`config.mk`:
```
export PLATFORM = sky130hd
export DESIGN_NAME = gpio_irq_sense
export DESIGN_NICKNAME = d
export VERILOG_FILES = /design/src/rtl/gpio_sense_pkg.sv /design/src/rtl/sense_edge_det.sv /design/src/rtl/sense_line_cell.sv /design/src/rtl/gpio_irq_sense.sv
export SDC_FILE = /design/constraint.sdc
export NUM_CORES = 1
export LEC_CHECK = 0
export BUFFER_PORTS_ARGS = -buffer_cell sky130_fd_sc_hd__buf_4
export CAP_MARGIN = 20
export CORE_UTILIZATION = 40
export CTS_CLUSTER_DIAMETER = 200
export CTS_CLUSTER_SIZE = 20
export DETAILED_ROUTE_END_ITERATION = 8
export GPL_ROUTABILITY_DRIVEN = 0
export PLACE_DENSITY = 0.71
export SYNTH_ARGS = -nofsm -noshare
export SYNTH_HDL_FRONTEND = slang
export SYNTH_SLANG_ARGS = --single-unit
```
`constraint.sdc`:
```
create_clock -name clk -period 1.8 [get_ports clk]
set_input_delay 0.45 -clock clk [delete_from_list [all_inputs] [get_ports clk]]
set_output_delay 0.45 -clock clk [all_outputs]
set_load 0.01 [all_outputs]
```
`src/rtl/gpio_sense_pkg.sv`:
```
// Package: shared helpers for the per-line interrupt sense unit.
// Assumes: callers pass single-line values already sampled on the clock.
package gpio_sense_pkg;

    // Decide whether a line's transition qualifies as an interrupt edge.
    function automatic logic edge_hit(
        input logic rise,
        input logic fall,
        input logic low_act,
        input logic both
    );
        if (both)
            return rise | fall;
        else if (low_act)
            return fall;
        else
            return rise;
    endfunction

endpackage

```
`src/rtl/sense_edge_det.sv`:
```
// Module: sense_edge_det
// Keeps the previous level of every line and reports rising and falling
// changes relative to it. The previous-level register loads every cycle,
// during reset too, so no false edge appears after reset or re-enable.
// Assumes: pad levels are already synchronised to clk.
module sense_edge_det #(
    parameter int WIDTH = 32
) (
    input  logic             clk,
    input  logic [WIDTH-1:0] lvl,
    output logic [WIDTH-1:0] rise,
    output logic [WIDTH-1:0] fall
);
    logic [WIDTH-1:0] lvl_q;

    // Record each line's level for the next cycle's comparison.
    always_ff @(posedge clk) begin
        lvl_q <= lvl;
    end

    // Compare the current and previous levels line by line.
    always_comb begin
        rise = lvl & ~lvl_q;
        fall = ~lvl & lvl_q;
    end
endmodule

```
`src/rtl/sense_line_cell.sv`:
```
// Module: sense_line_cell
// Sense logic for one line: an edge latch with set-over-clear priority,
// plus the level path. Returns the gated status bit.
// Assumes: rise/fall come from sense_edge_det on the same clock.
module sense_line_cell
    import gpio_sense_pkg::*;
(
    input  logic clk,
    input  logic rst_n,
    input  logic lvl,
    input  logic rise,
    input  logic fall,
    input  logic en,
    input  logic low_act,
    input  logic edg,
    input  logic both,
    input  logic clr,
    output logic status
);
    logic latch_q;
    logic hit;

    // Qualify the current transition against this line's settings.
    always_comb begin
        hit = en & edg & edge_hit(rise, fall, low_act, both);
    end

    // Edge latch: a new hit wins over a clear; leaving edge mode empties it.
    always_ff @(posedge clk) begin
        if (!rst_n)
            latch_q <= 1'b0;
        else if (!(en && edg))
            latch_q <= 1'b0;
        else if (hit)
            latch_q <= 1'b1;
        else if (clr)
            latch_q <= 1'b0;
    end

    // Choose the latched or level status, then gate it with interrupt mode.
    always_comb begin
        status = en & (edg ? latch_q : (lvl ^ low_act));
    end
endmodule

```
`src/rtl/gpio_irq_sense.sv`:
```
// Module: gpio_irq_sense (top)
// Detects interrupts for each line of a GPIO bank with its own polarity,
// level/edge and both-edge settings. Edge events are held until cleared;
// level events follow the pin.
// Assumes: every input is synchronous to clk; masking is done elsewhere.
module gpio_irq_sense #(
    parameter int LINES = 32
) (
    input  logic             clk,
    input  logic             rst_n,
    input  logic [LINES-1:0] pad_lvl,
    input  logic [LINES-1:0] irq_mode,
    input  logic [LINES-1:0] act_low,
    input  logic [LINES-1:0] edge_mode,
    input  logic [LINES-1:0] any_edge,
    input  logic [LINES-1:0] clr_pulse,
    output logic [LINES-1:0] irq_status
);
    logic [LINES-1:0] rise_v;
    logic [LINES-1:0] fall_v;

    sense_edge_det #(.WIDTH(LINES)) u_edge (
        .clk  (clk),
        .lvl  (pad_lvl),
        .rise (rise_v),
        .fall (fall_v)
    );

    for (genvar g = 0; g < LINES; g++) begin : g_line
        sense_line_cell u_cell (
            .clk     (clk),
            .rst_n   (rst_n),
            .lvl     (pad_lvl[g]),
            .rise    (rise_v[g]),
            .fall    (fall_v[g]),
            .en      (irq_mode[g]),
            .low_act (act_low[g]),
            .edg     (edge_mode[g]),
            .both    (any_edge[g]),
            .clr     (clr_pulse[g]),
            .status  (irq_status[g])
        );
    end
endmodule

```
==> results of run 1 <==
[routing by layer]
layer / routed length (um) / share of wire [%]
met5: 0 / 0
met4: 263 / 2.3
met3: 849 / 7.6
met2: 5703 / 51
met1: 4401 / 39
[flip-flops by register name (all words and copies together), names as in the netlist]
signal                 cells
u_edge.lvl_q              32
g_line.u_cell.latch_q     32
[layout make-up]
class	count	area [um^2]
fillers	1007	4887
clock buffers	15	267.8
well taps	143	178.9
flip-flops and latches	64	1281
inverters	96	360.3
repair buffers	225	1689
multi-input cells	352	2803
[cells in the mapped netlist, drive strengths merged]
cell | number | area, um^2
nand3 | 32 | 160.2
ha | 64 | 800.8
mux2 | 32 | 480.5
inv | 96 | 360.4
o21ai | 64 | 440.4
nand2 | 32 | 120.1
dfxtp | 64 | 1281
xnor2 | 32 | 280.3
buf | 35 | 274.0
nand2b | 32 | 200.2
a21oi | 64 | 320.3
[how the worst max path moves through the flow]
stage / startpoint / to / depth (start not counted)
global placement: pad_lvl[11] / irq_status[11] / 4
floorplan: act_low[0] / irq_status[0] / 3
detailed placement: pad_lvl[11] / irq_status[11] / 4
finish: pad_lvl[11] / irq_status[11] / 4
CTS: pad_lvl[11] / irq_status[11] / 4
global route: pad_lvl[11] / irq_status[11] / 4
[kinds of logic after synthesis]
family	count (synthesis)
fa+ha+maj	64
xor+xnor	32
mux	32
simple gates	96
compound gates	128
buf+inv	131
flops	64
[worst reg2reg max path: stages, from the launching register on]
cell and delay (ns):
dfxtp_1 0.34, inv_1 0.06, ha_1 0.17, mux2_4 0.27, o21ai_2 0.17, a21oi_1 0.09
[stage by stage]
stage               utilization (%)  std cells
global route                  57.38        895
detailed placement            55.05        880
global placement              55.05        880
CTS                           57.38        895
floorplan                         -        547
finish                        57.38        895
[power by group through the flow]
| stage | clock network [mW] | logic, mW | registers [mW] |
|---|---|---|---|
| after floorplan | 0 | 0.535 | 1.53 |
| after global placement | 0 | 0.991 | 1.54 |
| after detailed placement | 0 | 1.03 | 1.54 |
| after CTS | 1.66 | 1.04 | 1.51 |
| after global routing | 1.73 | 1.14 | 1.52 |
| final | 1.60 | 1.03 | 1.51 |
==> results by group, run 1 <==
Synthesis
  – Ys Warns: 0
  – Post-Syn Nets: 805
  – Synth Area in XOR/XNOR: 5.940%
  – Largest family of logic cells by synthesized area: adder cells
  – Mux cell area share after synthesis: 10.18%
  – Seq cells post-synth: 64
  – Post-Synth Adder-Cell Area: 16.97%
  – Simple-gate share of the synthesized area: 10.18%
  – Compound-Gate Fraction of Synth Area: 16.12%
  – Post-Syn Area: 0.004718 mm^2
  – Avg Inst Size Synth: 8.626 um^2
  – Unique masters post-synth: 13
  – Mapped Cells: 547
  – Sequential share of the synthesized area: 27.15%

Pwr
  – Combinational Power Share: 24.9%
  – Worst vdd ir: 463.1 uV
  – Internal cell power: 3.089 mW
  – Sw frac: 25.38%
  – LEAKAGE: 3.446 nW
  – Post-layout power: 4.140 mW
  – Pwr/cell area: 629.2 mW/mm^2
  – Seq pwr share: 36.6%
  – Clock Power Share: 38.6%
  – P_sw: 1.051 mW

Route
  – Routed vias/inst: 4.680
  – Vias: 4189
  – Total Wirelength: 11220 um
  – DR WL/cell: 12.53 um
  – Drt initial violations: 140
  – DRC errors left: 0
  – Antenna Nets Post-Route: 0
  – 1st-pass router iterations: 4

CTS
  – Clock buffer depth: 2
  – Worst-path clk slew: 0.05 ns
  – TritonCTS buffer count: 9
  – Root Driver: clkbuf_16
  – Post-CTS sizing: 0
  – Clock Sinks: 64
  – Clk_lat worst skew: 0.33 ns
  – Post-CTS Hold Buffers: 0
  – Max H-tree Level: 3
  – TritonCTS clock tree: yes
  – # Post-CTS Setup Buffers: 0

Critical path
  – Worst Path Arrival: 1.18 ns
  – CP max stage delay: 0.33 ns
  – CP required: 1.35 ns
  – CP Class: in -> out
  – CP Cell Sequence: buf_4 -> xnor2_1 -> a21oi_1 -> buf_4
  – Reg2reg end: g_line[11].u_cell.latch_q$_SDFFE_PN0P_
  – FF-to-FF path depth: 5
  – Critical-path top delay cell: xnor2_1
  – Crit path launch type: input pin
  – Cell family with most CP delay: XOR/XNOR gates
  – Critical path peak fanout: 4
  – Worst path bufs/invs: 2
  – CP dominant cell by count: buf_4
  – Reg-to-reg setup timing slack: 0.59 ns
  – Crit end category: primary output
  – Worst r2r src: u_edge.lvl_q[11]$_DFF_P_

Global routing
  – M3 GR Usage: 5.653%
  – GRT overflow: 0
  – M2 GR Usage: 33.83%
  – Global Route met1 Usage: 19.65%
  – Vias in the first global route: 4289
  – Total GRT Usage: 18.72%
  – Largest net degree at the start of global routing: 33
  – First-pass GRT wire length: 18480 um
  – Initial antenna violation count: 0
  – GRT Max-Usage Layer: met2

Timing
  – Setup violators final: 0
  – Slew Limit Fails: 0
  – Worst setup margin: 0.1748 ns
  – Clk_skew: 0.005698 ns
  – Final period utilization: 90.29%
  – Peak Freq: 615.3 MHz
  – Fin crit period: 1.625 ns
  – RSZ-0062 raised after global routing: no
  – Final setup TNS: 0 ns
  – Slew at the pin with the worst max-slew slack: 0.4261 ns
  – Final Hold Viols: 0
  – Fin Hold WS: 0.2549 ns
  – Max transition margin: 71.59%

Min path
  – HP Class: in -> reg
  – Hold Path Depth: 1
  – Hold path endpoint: u_edge.lvl_q[11]$_DFF_P_
  – Worst hold start: pad_lvl[11]

Cells and area
  – Most frequent cells in the layout: buf_4 (225), inv_1 (96), a21oi_1 (64), ha_1 (64), dfxtp_1 (64)
  – Finished Cell Area: 0.006580 mm^2
  – Syn-to-layout area delta: 39.46%
  – Most common cell after layout, fill and taps aside: buf_4
  – Antenna diodes: 0
  – Nets: 1006
  – Share of layout cells above drive strength 1: 39.89%

Die
  – # rows: 39
  – Die X: 110.6 um
  – Die ar.: 0.01223 mm^2
  – Initial core utilization: 41.15%
  – Die Y: 110.6 um
  – Core ar.: 0.01147 mm^2
  – Io pins: 226

Placed design
  – Port Buffers: 225
  – Dpl hpwl: 9353 um
  – DP Area: 0.006312 mm^2
  – Dpl ws: 0.1760 ns

Status
  – Status: finished, final reports clean

Job
  – Maxcap violations: 0
(Power assumes the default switching activity.)
==> inputs of run 2 (changes only) <==
CORE_MARGIN = 1.5   (was default)
RECOVER_POWER = 25   (was default)
==> run 2 against run 1 <==
Hold slack improved by 0.017 ns. Combinational power about the same. Critical path depth unchanged. Worst setup slack improved by 0.075 ns. Clock power increased by 10%. Clock skew decreased by 0.0027 ns. Sequential share of layout area increased by 0.17 points. Critical path type unchanged. Critical endpoint unchanged.
==> results by group, run 2 (synthesized netlist as in run 1, its figures left out) <==
Status
  – Status: finished, final reports clean

Timing
  – Peak Freq: 644.9 MHz
  – Clk_skew: 0.003047 ns
  – Final Hold Viols: 0
  – Fin Hold WS: 0.2721 ns
  – Final period utilization: 86.14%
  – RSZ-0062 raised after global routing: no
  – Slew Limit Fails: 0
  – Final setup TNS: 0 ns
  – Slew at the pin with the worst max-slew slack: 0.4057 ns
  – Fin crit period: 1.551 ns
  – Max transition margin: 72.96%
  – Setup violators final: 0

Route
  – Routed vias/inst: 4.694
  – Vias: 4206
  – DR WL/cell: 12.27 um
  – Drt initial violations: 122
  – DRC errors left: 0
  – 1st-pass router iterations: 4
  – Total Wirelength: 10990 um
  – Antenna Nets Post-Route: 0

CTS
  – Post-CTS sizing: 0
  – Clk_lat worst skew: 0.32 ns
  – # Post-CTS Setup Buffers: 0
  – Post-CTS Hold Buffers: 0
  – Worst-path clk slew: 0.05 ns
  – TritonCTS buffer count: 9
  – Clock buffer depth: 2
  – Max H-tree Level: 3
  – Clock Sinks: 64
  – Root Driver: clkbuf_16
  – TritonCTS clock tree: yes

Critical path
  – Worst Path Arrival: 1.10 ns
  – Critical-path top delay cell: xnor2_1
  – CP max stage delay: 0.26 ns
  – CP required: 1.35 ns
  – CP Cell Sequence: clkbuf_1 -> xnor2_1 -> a21oi_1 -> buf_4
  – CP Class: in -> out
  – Cell family with most CP delay: buffers and inverters
  – Critical path peak fanout: 4
  – Worst path bufs/invs: 2
  – Crit end category: primary output
  – Crit path launch type: input pin

Cells and area
  – Top flop regs: g_line.u_cell.latch_q: 32 flops, u_edge.lvl_q: 32 flops
  – Nets: 1006
  – Most frequent cells in the layout: buf_4 (201), inv_1 (96), a21oi_1 (64), ha_1 (64), dfxtp_1 (64)
  – Layout filler cell count: 1064
  – Most common cell after layout, fill and taps aside: buf_4
  – Antenna diodes: 0
  – Syn-to-layout area delta: 38.24%
  – Share of layout cells above drive strength 1: 37.05%

Pwr
  – P_sw: 1.067 mW
  – Worst vdd ir: 334.1 uV
  – Internal cell power: 3.207 mW
  – Seq pwr share: 35.4%
  – LEAKAGE: 3.379 nW
  – Clock Power Share: 41.1%
  – Combinational Power Share: 23.5%
  – Sw frac: 24.96%
  – Pwr/cell area: 655.3 mW/mm^2

Die
  – Core ar.: 0.01147 mm^2
  – Die ar.: 0.01246 mm^2
  – Die Y: 111.6 um
  – Io pins: 226
  – # rows: 39
  – Initial core utilization: 41.15%
  – Die X: 111.6 um

Global routing
  – GRT overflow: 0
  – Largest net degree at the start of global routing: 33
  – Vias in the first global route: 4459
  – Initial antenna violation count: 0
  – First-pass GRT wire length: 18820 um
  – Total GRT Usage: 18.11%

Job
  – Maxcap violations: 0

Min path
  – HP Class: in -> reg

Placed design
  – Dpl hpwl: 9279 um
  – Port Buffers: 225
[run 2: changes by cell type in the layout (fill, tap and decap cells not counted), sizes merged]
cell,delta
buf,-24
clkbuf,+22
clkinv,+2
bufinv,+1
[run 2: per-layer routing]
layer	track usage (%)	share of wire, %	vias to the layer above
met5	0	0	-
met4	7.764	2.3	0
met3	3.157	4.9	21
met2	35.09	53	126
met1	19.06	40	1897
li1	-	-	2162
[run 2: power by group through the flow]
| stage | registers, mW | clock network [mW] | logic, mW |
|---|---|---|---|
| finish | 1.51 | 1.76 | 1.00 |
| global route | 1.52 | 1.87 | 1.12 |
| CTS | 1.51 | 1.82 | 1.04 |
| detailed placement | 1.54 | 0 | 1.03 |
| global placement | 1.54 | 0 | 0.987 |
| floorplan | 1.53 | 0 | 0.535 |
[run 2: through the flow]
step	cells	setup slack [ns]	util [%]	power, mW	cell area, um^2
floorplan	547	0.5441	-	2.070	4718
global placement	880	0.2608	55.05	2.525	6312
CTS	896	0.2666	57.67	4.373	6613
finish	896	0.2494	56.88	4.274	6523
detailed placement	880	0.2727	55.05	2.575	6312
global route	896	0.1791	56.88	4.511	6523
[run 2: layout make-up]
class	instances	area (um^2)	area share, %
clock buffers	13	260.3	3.990
inverters	96	360.3	5.525
multi-input cells	352	2803	42.97
well taps	143	178.9	2.743
clock inverters	3	40.04	0.6138
flip-flops and latches	64	1281	19.64
repair buffers	225	1599	24.52
[run 2: final timing paths]
path,cells after the start,end,startpoint,slack (ns)
max,4,irq_status[11],pad_lvl[11],0.25
min reg2reg,2,g_line[0].u_cell.latch_q$_SDFFE_PN0P_,g_line[0].u_cell.latch_q$_SDFFE_PN0P_,0.46
max reg2reg,5,g_line[11].u_cell.latch_q$_SDFFE_PN0P_,u_edge.lvl_q[11]$_DFF_P_,0.62
min,1,u_edge.lvl_q[23]$_DFF_P_,pad_lvl[23],0.27
